===== src/rtl/cmdp_pkg.sv =====
package cmdp_pkg;
    localparam int WORD_W    = 32;
    localparam int OFF_W     = 12;
    localparam int CLASS_W   = 10;
    localparam int CMASK_W   = 6;
    localparam int MASK_W    = 16;
    localparam int CNT_W     = 16;
    localparam int IMM_W     = 12;
    localparam int MODE_W    = 4;
    localparam int MODE_LSB  = WORD_W - MODE_W;
    localparam int OFF_LSB   = 16;
    localparam int CLASS_LSB = CMASK_W;
    localparam int IDX_W     = $clog2(MASK_W);

    typedef enum logic [MODE_W-1:0] {
        MODE_CLASS  = 4'd0,
        MODE_INC    = 4'd1,
        MODE_NONINC = 4'd2,
        MODE_MASK   = 4'd3,
        MODE_IMM    = 4'd4
    } mode_e;

    typedef enum logic [1:0] {
        ST_HDR,
        ST_MASK,
        ST_BURST
    } st_e;

    typedef struct packed {
        logic [MODE_W-1:0]  mode;
        logic [OFF_W-1:0]   off;
        logic [CLASS_W-1:0] cls;
        logic [CMASK_W-1:0] cmask;
        logic [MASK_W-1:0]  mask;
        logic [CNT_W-1:0]   cnt;
        logic [IMM_W-1:0]   imm;
    } hdr_t;
endpackage


===== src/rtl/cmdp_hdr_decode.sv =====
module cmdp_hdr_decode
    import cmdp_pkg::*;
(
    input  logic [WORD_W-1:0] word,
    output hdr_t              fields
);
    always_comb begin
        fields.mode  = word[MODE_LSB +: MODE_W];
        fields.off   = word[OFF_LSB +: OFF_W];
        fields.cls   = word[CLASS_LSB +: CLASS_W];
        fields.cmask = word[0 +: CMASK_W];
        fields.mask  = word[0 +: MASK_W];
        fields.cnt   = word[0 +: CNT_W];
        fields.imm   = word[0 +: IMM_W];
    end
endmodule


===== src/rtl/cmdp_low_bit.sv =====
module cmdp_low_bit #(
    parameter int W  = 16,
    parameter int IW = $clog2(W)
) (
    input  logic [W-1:0]  vec,
    output logic [IW-1:0] idx,
    output logic [W-1:0]  pick
);
    always_comb begin
        idx = '0;
        for (int i = W - 1; i >= 0; i--) begin
            if (vec[i]) idx = i[IW-1:0];
        end
    end

    assign pick = vec & (~vec + W'(1));
endmodule


===== src/rtl/cmd_stream_parser.sv =====
module cmd_stream_parser
    import cmdp_pkg::*;
(
    input  logic                clk,
    input  logic                rst,
    input  logic                in_valid,
    input  logic [WORD_W-1:0]   in_word,
    output logic                in_ready,
    output logic                wr_valid,
    input  logic                wr_ready,
    output logic [CLASS_W-1:0]  wr_class,
    output logic [OFF_W-1:0]    wr_offset,
    output logic [WORD_W-1:0]   wr_data,
    output logic                err_sticky
);
    st_e                state_q, state_d;
    logic [MASK_W-1:0]  mask_q, mask_d;
    logic [CNT_W-1:0]   cnt_q, cnt_d;
    logic [OFF_W-1:0]   off_q, off_d;
    logic [CLASS_W-1:0] cls_q, cls_d;
    logic               inc_q, inc_d;
    logic               err_d;

    logic               accept;
    logic               emit;
    logic [OFF_W-1:0]   emit_off;
    logic [WORD_W-1:0]  emit_data;
    hdr_t               hdr;
    logic [IDX_W-1:0]   low_idx;
    logic [MASK_W-1:0]  low_pick;
    logic [MASK_W-1:0]  mask_left;

    cmdp_hdr_decode u_dec (
        .word   (in_word),
        .fields (hdr)
    );

    cmdp_low_bit #(.W(MASK_W), .IW(IDX_W)) u_low (
        .vec  (mask_q),
        .idx  (low_idx),
        .pick (low_pick)
    );

    assign in_ready  = !wr_valid || wr_ready;
    assign accept    = in_valid && in_ready;
    assign mask_left = mask_q & ~low_pick;

    // Next-state and context logic
    always_comb begin
        state_d   = state_q;
        mask_d    = mask_q;
        cnt_d     = cnt_q;
        off_d     = off_q;
        cls_d     = cls_q;
        inc_d     = inc_q;
        err_d     = err_sticky;
        emit      = 1'b0;
        emit_off  = off_q;
        emit_data = in_word;
        if (accept) begin
            unique case (state_q)
                ST_HDR: begin
                    unique case (hdr.mode)
                        MODE_CLASS: begin
                            cls_d   = hdr.cls;
                            off_d   = hdr.off;
                            mask_d  = MASK_W'(hdr.cmask);
                            state_d = (hdr.cmask != '0) ? ST_MASK : ST_HDR;
                        end
                        MODE_INC, MODE_NONINC: begin
                            cnt_d   = hdr.cnt;
                            off_d   = hdr.off;
                            inc_d   = (hdr.mode == MODE_INC);
                            state_d = (hdr.cnt != '0) ? ST_BURST : ST_HDR;
                        end
                        MODE_MASK: begin
                            mask_d  = hdr.mask;
                            off_d   = hdr.off;
                            state_d = (hdr.mask != '0) ? ST_MASK : ST_HDR;
                        end
                        MODE_IMM: begin
                            off_d     = hdr.off;
                            emit      = 1'b1;
                            emit_off  = hdr.off;
                            emit_data = WORD_W'(hdr.imm);
                        end
                        default: err_d = 1'b1;
                    endcase
                end
                ST_MASK: begin
                    emit     = 1'b1;
                    emit_off = off_q + OFF_W'(low_idx);
                    mask_d   = mask_left;
                    if (mask_left == '0)
                        state_d = (cnt_q != '0) ? ST_BURST : ST_HDR;
                end
                ST_BURST: begin
                    emit     = 1'b1;
                    emit_off = off_q;
                    cnt_d    = cnt_q - CNT_W'(1);
                    if (inc_q) off_d = off_q + OFF_W'(1);
                    if (cnt_q == CNT_W'(1)) state_d = ST_HDR;
                end
                default: state_d = ST_HDR;
            endcase
        end
    end

    // State register and parser context
    always_ff @(posedge clk) begin
        if (rst) begin
            state_q    <= ST_HDR;
            mask_q     <= '0;
            cnt_q      <= '0;
            off_q      <= '0;
            cls_q      <= '0;
            inc_q      <= 1'b0;
            err_sticky <= 1'b0;
        end else begin
            state_q    <= state_d;
            mask_q     <= mask_d;
            cnt_q      <= cnt_d;
            off_q      <= off_d;
            cls_q      <= cls_d;
            inc_q      <= inc_d;
            err_sticky <= err_d;
        end
    end

    // Output write port
    always_ff @(posedge clk) begin
        if (rst) begin
            wr_valid  <= 1'b0;
            wr_class  <= '0;
            wr_offset <= '0;
            wr_data   <= '0;
        end else begin
            if (wr_valid && wr_ready) wr_valid <= 1'b0;
            if (emit) begin
                wr_valid  <= 1'b1;
                wr_class  <= cls_q;
                wr_offset <= emit_off;
                wr_data   <= emit_data;
            end
        end
    end

    assert_out_hold_R11: assert property (@(posedge clk) disable iff (rst)
        (wr_valid && !wr_ready) |=> (wr_valid && $stable(wr_offset) &&
                                     $stable(wr_data) && $stable(wr_class)));

    assert_err_sticky_R10: assert property (@(posedge clk) disable iff (rst)
        err_sticky |=> err_sticky);

    assert_mask_live_R4: assert property (@(posedge clk) disable iff (rst)
        (state_q == ST_MASK) |-> (mask_q != '0));

    assert_burst_live_R5: assert property (@(posedge clk) disable iff (rst)
        (state_q == ST_BURST) |-> (cnt_q != '0));

    assert_imm_zext_R8: assert property (@(posedge clk) disable iff (rst)
        (accept && state_q == ST_HDR && hdr.mode == MODE_IMM) |=>
            (wr_valid && wr_data[WORD_W-1:IMM_W] == '0));
endmodule


===== config.mk =====
export PLATFORM = sky130hd
export DESIGN_NAME = cmd_stream_parser
export DESIGN_NICKNAME = d
export VERILOG_FILES = /design/src/rtl/cmdp_pkg.sv /design/src/rtl/cmdp_hdr_decode.sv /design/src/rtl/cmdp_low_bit.sv /design/src/rtl/cmd_stream_parser.sv
export SDC_FILE = /design/constraint.sdc
export NUM_CORES = 1
export LEC_CHECK = 0
export ABC_AREA = 1
export ABC_CLOCK_PERIOD_IN_PS = 2600
export BUFFER_PORTS_ARGS = -buffer_cell sky130_fd_sc_hd__buf_2
export CELL_PAD_IN_SITES_DETAIL_PLACEMENT = 1
export CELL_PAD_IN_SITES_GLOBAL_PLACEMENT = 2
export CORE_MARGIN = 5
export CORE_UTILIZATION = 32
export DETAILED_ROUTE_END_ITERATION = 12
export PLACE_DENSITY = 0.84
export SYNTH_ARGS = -nofsm -noshare
export SYNTH_HDL_FRONTEND = slang
export SYNTH_SLANG_ARGS = --single-unit

===== constraint.sdc =====
create_clock -name clk -period 2.6 [get_ports clk]
set_input_delay 0.39 -clock clk [delete_from_list [all_inputs] [get_ports clk]]
set_output_delay 0.39 -clock clk [all_outputs]
set_load 0.02 [all_outputs]

-- Word level (Yosys, flattened, before mapping)
Cells that the tools add are included.
- flip-flop bits (word level): 113
- input port bits: 36
- output and inout bits: 57
- add/subtract/negate cells: 4
- equal/unequal tests: 14
- muxes and demuxes: 42
- bitwise gates (word level): 5
- reductions and logical operators: 23
- operators with widths (cell ; count):
    $mux W32 ; 3
    $pmux W16 S2 ; 3
    $mux W4 ; 16
    $mux W12 ; 4
    $pmux W12 S2 ; 2
    $and A16 B16 Y16 ; 2
    $not A16 Y16 ; 2
    $reduce_bool A16 Y1 ; 2
    $add A16 B1 Y16 const B ; 1
    $eq A16 B1 Y1 const B ; 1
    $logic_not A16 Y1 ; 1
    $mux W16 ; 1
    $sub A16 B1 Y16 const B ; 1
    $reduce_and A3 Y1 ; 5
    $add A12 B1 Y12 const B ; 1
    $add A12 B4 Y12 ; 1
    $pmux W2 S3 ; 2
    $eq A4 B2 Y1 const B ; 2
    $mux W2 ; 4
    $ne A2 B2 Y1 const B ; 4
    $reduce_and A4 Y1 ; 2
    $mux W1 ; 6
    $reduce_bool A2 Y1 ; 3
    $reduce_bool A6 Y1 ; 1
    16 further kinds ; 18

-- Depth between registers and ports, before layout
Gate-level depths: netlist of the first run.
- depth in word-level cells: 19
- mapped depth: 25

-- Cells and area by module
A second synthesis of the first run with hierarchy kept.
- cells, all modules: 1089
- area total of the unflattened synthesis: 7105.6 um^2
- by module, submodules not included (module ; times used ; cells each ; area an instance (um^2) ; sequential area each (um^2)):
    cmd_stream_parser ; 1 ; 938 ; 6127.1 ; 2262.2
    cmdp_hdr_decode ; 1 ; 76 ; 570.5 ; 0.0
    cmdp_low_bit ; 1 ; 75 ; 407.9 ; 0.0

-- Worst setup path after synthesis of the first run
No wires, ideal clock.
- path kind: register to register
- from: register mask_q[14]
- to: register wr_offset[6]
- arrival: 2.256 ns
- required time: 2.472 ns
- path slack: 0.217 ns
- cell stages (with the launch flop): 25
- buffers on the path: 0
- clock period less this slack: 2.383 ns
- cell sequence: dfxtp_1 inv_1 nand2_1 nand2_1 nand2_1 nand2_1 nand2_1 nand2_1 nand2_1 nand2_1 nand2_1 nand2_1 nand2_1 nand2_1 nand2_1 a21oi_1 ha_1 fa_1 nand3_1 nand3_1 nand2_1 nor2_1 o21ai_0 o21bai_1 a21oi_1
- word-level cells in the longest chain between the ends: 18
- ends and longest elaborated chain (element ; line ; text):
    from (decl) ; cmd_stream_parser.sv:17 ; logic [MASK_W-1:0] mask_q, mask_d;
    from (signal assigned) ; cmd_stream_parser.sv:121 ; mask_q <= mask_d;
    $mux W4 (15 in a row) ; cmdp_low_bit.sv:12 ; if (vec[i]) idx = i[IW-1:0];
    $add A12 B4 Y12 ; cmd_stream_parser.sv:92 ; emit_off = off_q + OFF_W'(low_idx);
    $pmux W12 S2 ; cmd_stream_parser.sv:61 ; unique case (state_q)
    $mux W12 ; cmd_stream_parser.sv:60 ; if (accept) begin
    to (signal assigned) ; cmd_stream_parser.sv:142 ; wr_offset <= emit_off;
    to (decl) ; cmd_stream_parser.sv:12 ; output logic [OFF_W-1:0] wr_offset,
No other way between the ends.
A chain may end at the register's enable or synchronous reset.

-- Worst setup path in the final report of the first run
- from: register mask_q[14]
- to: register wr_offset[10]
The elaborated chain is that of the path after synthesis.

==> results by group, run 1 <==
Outcome
  – Status: finished clean

Critical path
  – Max FO, Critical Path: 3
  – Crit path launch type: register
  – Crit Path Category: register to register
  – CP Capture Type: register
  – Crit-path max cell delay: approximately 0.35 ns
  – Worst path arrival time: 2.81 ns
  – Top cell by count, worst path: nand2_1
  – Critical Path RT: a little under 3 ns
  – CP max-delay cell: dfxtp_4
  – R2R setup slack: 0.13 ns

CTS
  – Worst-path clk slew: roughly 0.060 ns
  – Clk Latency, worst-skew pair: 0.42 ns
  – CTS tree: built
  – Num CTS Buffers: 17
  – Max Buffers Root-to-Sink: 2
  – H-tree depth: 4
  – Sink Count: 113
  – Root Driver: clkbuf_16
  – Hold bufs inserted after CTS: 0

GRT
  – Busiest layer in global routing: met2
  – Met3 Resource Use GR: 3.62%
  – GRT Overall Usage: 19.9%
  – Total gr overflow: 0
  – Initial antenna violation count: 0
  – Pin count of the biggest net entering global routing: roughly 60
  – First-pass GRT wire length: 34,600 µm
  – Number of global-route vias before repair: 6,174
  – GR Util met1: between 20% and 30%
  – Grt met2 use: between 30% and 40%

STA
  – Slew HR: 45.9%
  – RSZ-0062 raised after global routing: true
  – Hold Fails Final Rpt: 0
  – Slew @ Worst Pin: 0.812 ns
  – Clk_skew: 0.00900 ns
  – Max-slew violations: 0
  – Min Hold Slack: 0.250 ns
  – Clock period minus worst slack: 2.47 ns
  – Crit share post-route: 94.9%
  – Setup violators final: 0
  – Max frequency: 405 MHz

Placement
  – Post-DP HPWL: 15,700 µm
  – Port buffer count: around 90
  – RD Place Congestion: 0.860

Power and ir drop
  – Max VDD drop: 449 µV
  – PD cells: 1070 nW/µm²
  – Leak: 3.34 nW
  – Pwr Total: between 8 and 9 mW

Drt
  – Initial DRC Count: 360
  – DR vias/cell: 5.22
  – Wirelength per Cell: 18.0 µm
  – # DRC: 0
  – Vias: 6,316
  – Final WL: 21,700 µm
  – Detail Route Antenna Nets: 0
  – TritonRoute pass-1 iters: 5

Floorplan
  – Row cnt: 50
  – Die area: ~22,000 µm²
  – # IOs: 93
  – Die Ht: 148 µm
  – Core Area: 18,700 µm²
  – DIE WIDTH: 148 µm
  – Initial core utilization: around 33%

Logic synthesis
  – Most used DFF post-synth: dfxtp_1
  – Register area share after synthesis: 37.1%
  – Flops & latches, synth: ~110
  – Asr flop ratio synth: 0%
  – Cell count after synthesis: 860
  – Synth unique cells: 47
  – Post-synth EDFFs: 0
  – Ys Warns: 0
  – Syn_area_per_cell: 7.09 µm²
  – Post-synth net total: 908
  – Mapped cell area: between 6000 and 7000 µm²

Layout
  – Diodes inserted: 0
  – Final Net Count: 1,010
  – Share of cells above drive strength 1: 23.3%
  – Layout area overhead: 24.7%

Flow run
  – Max-cap check violation count: 0

Hold path
  – Worst hold path type: input port to register
==> power breakdown <==
group	leakage [nW]	total (mW)	internal [mW]	switching, mW
Clock	0.309	2.56	1.68	0.873
Combinational	2.11	3.21	1.11	2.10
Sequential	0.925	2.36	2.09	0.274
==> cells in the mapped netlist, types with 13 or more instances <==
| cell type | instances | area share, % |
|---|---|---|
| a221oi_1 | 13 | 1.9 |
| a31oi_1 | 16 | 1.6 |
| inv_1 | 73 | 4.5 |
| nor2_2 | 15 | 1.5 |
| nor3_1 | 20 | 1.6 |
| a21oi_1 | 75 | 6.2 |
| clkbuf_1 | 25 | 1.5 |
| nand3_1 | 45 | 3.7 |
| nor2_1 | 120 | 7.4 |
| o21ai_0 | 88 | 7.2 |
| dfxtp_1 | 113 | 37 |
| nand2_1 | 135 | 8.3 |
==> logic make-up after synthesis <==
kind of cell	count (synthesis)	synth area share, %
and+or+nand+nor	375	28.3
AOI/OAI and AO/OA	231	22.3
buffers and inverters	122	8.64
DFF	113	37.1
adders and majority gates	12	2.59
xor gates and xnor gates	7	1.01
==> critical path: cells and delay by family, from the launching register on <==
kind | cells | cell delay (ns)
AO/OA/AOI/OAI | 2 | 0.34
adder cells (fa/ha/maj) | 2 | 0.44
buffers and inverters | 1 | 0.06
flip-flops | 1 | 0.35
AND/OR/NAND/NOR | 20 | 1.21
==> flip-flops by register name, summed over array words and instances, names as in the netlist, 2 cells and up <==
signal	cells
wr_data	32
cnt_q	16
mask_q	16
off_q	12
wr_offset	12
cls_q	10
wr_class	10
state_q	2
==> worst paths after layout <==
| check | endpoint | startpoint | cells past startpoint |
|---|---|---|---|
| max | wr_offset[10]$_SDFFE_PP0P_ | mask_q[14]$_SDFFE_PP0P_ | 25 |
| max reg2reg | wr_offset[10]$_SDFFE_PP0P_ | mask_q[14]$_SDFFE_PP0P_ | 25 |
| min reg2reg | err_sticky$_SDFFE_PP0P_ | err_sticky$_SDFFE_PP0P_ | 2 |
| min | off_q[0]$_SDFFE_PP0P_ | in_word[16] | 3 |
==> per-layer routing <==
layer,vias up,wire (µm)
met1,3034,10800
li1,3130,-
met4,0,260
met3,21,884
met5,-,0
met2,131,9820
==> per-stage QoR <==
stage	area, µm²	setup WS (ns)	util, %	cells	setup TNS [ns]
2_1_floorplan	6090	0.217	-	860	0
3_3_place_gp	6880	0.0573	36.8	1174	0
3_5_place_dp	6880	-0.0160	36.8	1174	-0.0160
4_1_cts	7530	0.0496	40.3	1206	0
5_1_grt	7600	-0.145	40.6	1209	-0.372
6_report	7600	0.132	40.6	1209	0
==> area by class of cell <==
cell class | instances | area [µm²]
clock buffers | 20 | 467
clock inverters | 12 | 179
fillers | 2360 | 11100
inverters | 79 | 302
multi-input cells | 625 | 3340
flip-flops and latches | 113 | 2270
well taps | 234 | 293
repair buffers | 126 | 744
==> placed cells by master, fill, tap and decap left out, types with 13 or more instances in the layout <==
master,Yosys,layout
nand2_1,135,131
nor3_1,20,20
a31oi_1,16,16
nor2_2,15,15
inv_1,73,72
o21ai_0,88,86
a221oi_1,13,13
nand3_1,45,43
nor2_1,120,119
buf_4,5,31
a21oi_1,75,73
buf_2,7,92
dfxtp_1,113,109
clkbuf_16,0,17
==> timing repair <==
item / CTS / global route
setup buffers: 0 / 3
pin swaps: 0 / 9
endpoints found under the setup margin: 2 / 10
gates resized for setup: 4 / 19
hold endpoints to repair: 0 / 0
Power figures use the tool's default switching activity.
==> inputs of run 2 (changes only) <==
--- a/config.mk
+++ b/config.mk
@@ -6,14 +6,14 @@
 export NUM_CORES = 1
 export LEC_CHECK = 0
 export ABC_AREA = 1
-export ABC_CLOCK_PERIOD_IN_PS = 2600
+export ABC_CLOCK_PERIOD_IN_PS = 2100
 export BUFFER_PORTS_ARGS = -buffer_cell sky130_fd_sc_hd__buf_2
 export CELL_PAD_IN_SITES_DETAIL_PLACEMENT = 1
 export CELL_PAD_IN_SITES_GLOBAL_PLACEMENT = 2
 export CORE_MARGIN = 5
-export CORE_UTILIZATION = 32
+export CORE_UTILIZATION = 29
 export DETAILED_ROUTE_END_ITERATION = 12
-export PLACE_DENSITY = 0.84
+export PLACE_DENSITY = 0.8
 export SYNTH_ARGS = -nofsm -noshare
 export SYNTH_HDL_FRONTEND = slang
 export SYNTH_SLANG_ARGS = --single-unit
==> constraint.sdc (replaced) <==
create_clock -name clk -period 2.1 [get_ports clk]
set_input_delay 0.315 -clock clk [delete_from_list [all_inputs] [get_ports clk]]
set_output_delay 0.315 -clock clk [all_outputs]
set_load 0.02 [all_outputs]
==> results by group, run 2 (same netlist as run 1, synthesis figures left out) <==
Hold path
  – Worst hold path type: input port to register

Drt
  – Wirelength per Cell: 17.9 µm (-0.46%)
  – TritonRoute pass-1 iters: 5 (unchanged)
  – Vias: 6,416 (+1.6%)
  – # DRC: 0 (unchanged)
  – DR vias/cell: 4.96 (-5.1%)
  – Final WL: 23,100 µm (+6.5%)
  – Detail Route Antenna Nets: 0 (unchanged)
  – Initial DRC Count: 398 (+11%)

STA
  – Final worst slack: -0.257 ns (-0.388 ns)
  – Clk_skew: 0.0123 ns (+0.00326 ns)
  – Slew HR: 55.5% (+9.6 points)
  – Max-slew violations: 0 (unchanged)
  – Clock period minus worst slack: 2.36 ns (-0.112 ns)
  – RSZ-0062 raised after global routing: true
  – Max frequency: 424 MHz (+4.7%)
  – TNS Setup: -2.06 ns (-2.06 ns)
  – Crit share post-route: 112% (+17 points)
  – Hold Fails Final Rpt: 0 (unchanged)
  – Setup violators final: 10 (+10)
  – Slew @ Worst Pin: 0.662 ns (-0.150 ns)
  – Min Hold Slack: 0.196 ns (-0.0535 ns)

CTS
  – Clk Latency, worst-skew pair: 0.43 ns (about the same)
  – Num CTS Buffers: 17 (unchanged)
  – Max Buffers Root-to-Sink: 2 (unchanged)
  – H-tree depth: 4 (unchanged)
  – Sink Count: 113 (unchanged)
  – CTS tree: built
  – Worst-path clk slew: 0.06 ns (about the same)
  – Root Driver: clkbuf_16

Layout
  – Diodes inserted: 0 (unchanged)
  – Share of cells above drive strength 1: 27.1% (+3.8 points)
  – Largest register FFs: 32 (unchanged)
  – Fin util: 38.7% (-1.9 points)
  – Layout area overhead: 32.4%
  – FILL cells: 2,632 (+12%)
  – Final Net Count: 1,054 (+4.4%)
  – Commonest non-fill, non-tap cell in the layout: nand2_1
  – Most flop-heavy register: wr_data
  – Most frequent cells in the layout: nand2_1, nor2_1, dfxtp_1
  – Largest regs: wr_data (32), cnt_q (16), mask_q (16)

Critical path
  – Max FO, Critical Path: 3 (unchanged)
  – Top cell by count, worst path: nand2_1
  – CP Capture Type: register
  – Critical Path RT: 2.40 ns (-0.54 ns)
  – Crit path launch type: register
  – Crit-path max cell delay: 0.37 ns (+0.02 ns)
  – Worst path arrival time: 2.66 ns (-0.15 ns)
  – Crit Path Category: register to register
  – CP max-delay cell: fa_2
  – Crit path cell chain: inv_2 -> nand2_1 -> nand2_1 -> nand2_1 -> nand2_1 -> nand2_1 -> nand2_1 -> nand2_1 -> nand2_1 -> nand2_1 -> nand2_1 -> nand2_1 -> nand2_1 -> nand2_1 -> a21oi_2 -> ha_2 -> fa_2 -> nand3_2 -> nand3_2 -> nand2_2 -> nor2_4 -> o21ai_1 -> o21bai_1 -> a21oi_1

Floorplan
  – Die Ht: 155 µm (+4.7%)
  – Initial core utilization: 29.3% (-3.3 points)
  – DIE WIDTH: 155 µm (+4.7%)
  – Die area: 24,000 µm² (+9.6%)
  – Row cnt: 53 (+6.0%)
  – Core Area: 20,800 µm² (+11%)
  – # IOs: 93 (unchanged)

Outcome
  – Failing checks: setup timing
  – Status: finished with violations

GRT
  – GRT Overall Usage: 19.3% (-0.53 points)
  – First-pass GRT wire length: 36,700 µm (+6.2%)
  – Total gr overflow: 0 (unchanged)
  – Number of global-route vias before repair: 6,482 (+5.0%)
  – Initial antenna violation count: 0 (unchanged)
  – Pin count of the biggest net entering global routing: 56 (-5.1%)

Power and ir drop
  – Max VDD drop: 456 µV (+1.6%)
  – Leak: 3.59 nW (+7.5%)
  – PD cells: 1320 nW/µm² (+23%)

Flow run
  – Max-cap check violation count: 0 (unchanged)

Placement
  – Post-Place Worst Slack: -0.319 ns (-0.303 ns)
  – Post-DP HPWL: 17,100 µm (+8.7%)
  – RD Place Congestion: 0.840 (-2.3%)
  – Port buffer count: 92 (unchanged)
[run 2: cell types whose count changed in the layout (fill, tap and decap cells not counted), sizes merged]
| cell | before | now |
|---|---|---|
| buf | 126 | 170 |
| clkinv | 4 | 6 |
| inv | 80 | 78 |
| bufinv | 4 | 5 |
| clkinvlp | 3 | 2 |
[run 2: where the power goes]
group / leakage [nW] / internal [mW] / total, mW / switching (mW)
Clock: 0.322 / 2.20 / 3.32 / 1.11
Sequential: 0.924 / 2.58 / 2.90 / 0.315
Combinational: 2.34 / 1.69 / 4.44 / 2.75
[run 2: metal layers]
| metal | track usage, % | up-vias | wire length (µm) |
|---|---|---|---|
| met5 | 0 | - | 0 |
| met4 | 5.63 | 0 | 339 |
| met3 | 3.17 | 28 | 945 |
| met2 | 30.8 | 135 | 10600 |
| met1 | 27.0 | 3046 | 11200 |
| li1 | - | 3207 | - |
[run 2: timing repair]
item | in CTS | in global routing
buffers inserted | 3 | 0
endpoints found under the setup margin | 10 | 13
pin swaps | 5 | 1
hold endpoints to repair | 0 | 0
gates resized for setup | 7 | 8
hold buffers | 0 | 0
cloned | 0 | 0
[run 2: layout make-up]
| class | instances | area (µm²) | share of cell area (%) |
|---|---|---|---|
| clock buffers | 20 | 467 | 5.79 |
| multi-input cells | 625 | 3360 | 41.7 |
| inverters | 79 | 299 | 3.71 |
| well taps | 275 | 344 | 4.27 |
| repair buffers | 170 | 1120 | 13.9 |
| clock inverters | 12 | 205 | 2.54 |
| flip-flops and latches | 113 | 2270 | 28.1 |
[run 2: worst paths after layout]
path	slack (ns)	cells past startpoint	end	start
worst min-delay path	0.20	3	off_q[1]$_SDFFE_PP0P_	in_word[17]
worst min register to register	0.47	2	err_sticky$_SDFFE_PP0P_	err_sticky$_SDFFE_PP0P_
worst max-delay path	-0.26	24	wr_offset[6]$_SDFFE_PP0P_	mask_q[14]$_SDFFE_PP0P_
worst max register to register	-0.26	24	wr_offset[6]$_SDFFE_PP0P_	mask_q[14]$_SDFFE_PP0P_
[run 2: critical path: cells and delay by family (launching register included)]
family | cells | cell delay (ns)
and+or+nand+nor | 17 | 0.94
buffers and inverters | 1 | 0.04
AOI/OAI and AO/OA | 4 | 0.37
DFF | 1 | 0.33
adders and majority gates | 2 | 0.56
[run 2: through the flow]
step | instance area [µm²] | total power [mW] | std cells
3_5_place_dp | 7330 | 7.31 | 1259
6_report | 8070 | 10.7 | 1294
5_1_grt | 8070 | 11.4 | 1294
2_1_floorplan | 6110 | 5.63 | 860
3_3_place_gp | 7330 | 7.25 | 1259
4_1_cts | 8050 | 10.7 | 1294
==> inputs of run 3 (changes only) <==
--- a/config.mk
+++ b/config.mk
@@ -13,7 +13,7 @@
 export CORE_MARGIN = 5
 export CORE_UTILIZATION = 29
 export DETAILED_ROUTE_END_ITERATION = 12
-export PLACE_DENSITY = 0.8
+export PLACE_DENSITY = 0.72
 export SYNTH_ARGS = -nofsm -noshare
 export SYNTH_HDL_FRONTEND = slang
 export SYNTH_SLANG_ARGS = --single-unit
==> results by group, run 3 (same netlist as run 1, synthesis figures left out) <==
Outcome
  – Status: finished with violations
  – Failing checks: setup timing

Critical path
  – Crit Path Category: register to register
  – CP Capture Type: register
  – Crit-path max cell delay: 0.37 ns (about the same)
  – Crit path launch type: register
  – Worst path arrival time: 2.67 ns (about the same)
  – Crit path cell chain: inv_2 -> nand2_2 -> nand2_1 -> nand2_1 -> nand2_1 -> nand2_1 -> nand2_1 -> nand2_1 -> nand2_1 -> nand2_1 -> nand2_1 -> nand2_1 -> nand2_1 -> nand2_1 -> a21oi_2 -> ha_4 -> fa_2 -> nand3_2 -> nand3_4 -> buf_4 -> nor2_1 -> o21ai_1 -> nand2_1 -> inv_1
  – Critical Path RT: 2.42 ns (+0.02 ns)
  – R2R setup slack: -0.26 ns (about the same)
  – Delay-heaviest family, CP: simple AND/OR/NAND/NOR gates
  – Top cell by count, worst path: nand2_1
  – CP max-delay cell: fa_2
  – Critical path buffers and inverters: 3 (+2)
  – Max FO, Critical Path: 3 (unchanged)

STA
  – Clk_skew: 0.00754 ns (-0.00472 ns)
  – RSZ-0062 raised after global routing: true
  – Setup violators final: 10 (unchanged)
  – Hold Fails Final Rpt: 0 (unchanged)
  – Max frequency: 425 MHz (about the same)
  – Slew HR: 67.0% (+12 points)
  – Slew @ Worst Pin: 0.492 ns (-0.170 ns)
  – Clock period minus worst slack: 2.36 ns (-0.00135 ns)
  – Max-slew violations: 0 (unchanged)
  – Crit share post-route: 112% (about the same)
  – Min Hold Slack: 0.179 ns (-0.0173 ns)
  – Final worst slack: -0.255 ns (+0.00135 ns)

Layout
  – Layout area overhead: 32.8%
  – Largest register FFs: 32 (unchanged)
  – Largest regs: wr_data (32), cnt_q (16), mask_q (16)
  – Diodes inserted: 0 (unchanged)
  – Share of cells above drive strength 1: 27.6% (+0.53 points)
  – Fin util: 38.9% (+0.13 points)
  – Most frequent cells in the layout: nand2_1, nor2_1, dfxtp_1
  – Commonest non-fill, non-tap cell in the layout: nand2_1
  – Most flop-heavy register: wr_data
  – Final Net Count: 1,057 (+0.28%)

Drt
  – DR vias/cell: 5.01 (+1.0%)
  – Detail Route Antenna Nets: 0 (unchanged)
  – # DRC: 0 (unchanged)
  – TritonRoute pass-1 iters: 4 (-1)
  – Vias: 6,493 (+1.2%)
  – Wirelength per Cell: 17.8 µm (-0.55%)
  – Final WL: 23,100 µm (-0.40%)
  – Initial DRC Count: 335 (-16%)

GRT
  – First-pass GRT wire length: 36,600 µm (-0.47%)
  – Initial antenna violation count: 0 (unchanged)
  – Number of global-route vias before repair: 6,464 (-0.28%)
  – Total gr overflow: 0 (unchanged)
  – Pin count of the biggest net entering global routing: 59 (+5.4%)
  – GRT Overall Usage: 19.0% (-0.32 points)

CTS
  – H-tree depth: 4 (unchanged)
  – Num CTS Buffers: 17 (unchanged)
  – Sink Count: 113 (unchanged)
  – Worst-path clk slew: 0.05 ns (about the same)
  – Clk Latency, worst-skew pair: 0.42 ns (about the same)
  – Hold bufs inserted after CTS: 0 (unchanged)
  – Max Buffers Root-to-Sink: 2 (unchanged)
  – CTS tree: built
  – Root Driver: clkbuf_16

Floorplan
  – DIE WIDTH: 155 µm (unchanged)
  – Die Ht: 155 µm (unchanged)
  – Die area: 24,000 µm² (unchanged)
  – Core Area: 20,800 µm² (unchanged)
  – Row cnt: 53 (unchanged)
  – # IOs: 93 (unchanged)
  – Initial core utilization: 29.3% (unchanged)

Hold path
  – Worst hold path type: input port to register

Flow run
  – Max-cap check violation count: 0 (unchanged)

Placement
  – RD Place Congestion: 0.801 (-4.7%)
  – Port buffer count: 92 (unchanged)
  – Post-Place Worst Slack: -0.381 ns (-0.0610 ns)
  – Post-DP HPWL: 16,800 µm (-1.4%)

Power and ir drop
  – Leak: 3.63 nW (+1.1%)
  – PD cells: 1290 nW/µm² (-2.1%)
  – Max VDD drop: 630 µV (+38%)
==> run 3: where the power goes <==
group	switching (mW)	total [mW]	leakage [nW]	internal [mW]
clock	1.08	2.96	0.294	1.88
sequential	0.314	2.89	0.923	2.58
combinational	2.84	4.60	2.41	1.77
==> run 3: worst paths after layout <==
| check | endpoint | cells past startpoint | startpoint |
|---|---|---|---|
| setup / recovery | wr_offset[4]$_SDFFE_PP0P_ | 24 | mask_q[14]$_SDFFE_PP0P_ |
| hold / removal | off_q[0]$_SDFFE_PP0P_ | 3 | in_word[16] |
| setup reg to reg | wr_offset[4]$_SDFFE_PP0P_ | 24 | mask_q[14]$_SDFFE_PP0P_ |
| hold reg to reg | err_sticky$_SDFFE_PP0P_ | 2 | err_sticky$_SDFFE_PP0P_ |
==> run 3: area by class of cell <==
| type | instances | area (µm²) |
|---|---|---|
| Fill cell | 2608 | 12700 |
| Multi-Input combinational cell | 625 | 3450 |
| Sequential cell | 113 | 2260 |
| Timing Repair Buffer | 173 | 1150 |
| Clock buffer | 20 | 447 |
| Tap cell | 275 | 344 |
| Inverter | 79 | 299 |
| Clock inverter | 11 | 138 |
==> run 3: metal layers <==
| metal | global-route usage (%) | wire length, µm |
|---|---|---|
| met1 | 27.5 | 11500 |
| met5 | 0 | 0 |
| met4 | 4.75 | 195 |
| met2 | 30.0 | 10500 |
| met3 | 2.50 | 936 |
==> run 3: through the flow <==
| stage | cells | setup TNS, ns | cell area (µm²) | total power [mW] |
|---|---|---|---|---|
| 6_report | 1296 | -2.25 | 8090 | 10.5 |
| 4_1_cts | 1294 | -2.41 | 7990 | 10.4 |
| 3_5_place_dp | 1262 | -3.31 | 7350 | 7.31 |
| 2_1_floorplan | 860 | -0.261 | 6110 | 5.63 |
| 3_3_place_gp | 1262 | -2.28 | 7350 | 7.25 |
| 5_1_grt | 1296 | -4.97 | 8090 | 11.2 |
==> run 3: timing repair <==
| action | in CTS | in global routing |
|---|---|---|
| endpoints found under the setup margin | 11 | 14 |
| gates cloned | 0 | 0 |
| setup buffers | 1 | 3 |
| resized for setup | 15 | 19 |
| pin swaps | 7 | 9 |
==> run 3: worst min-delay path, stage by stage <==
cell	delay (ns)
buf_2	0.11
a211oi_1	0.07
nor2_1	0.07
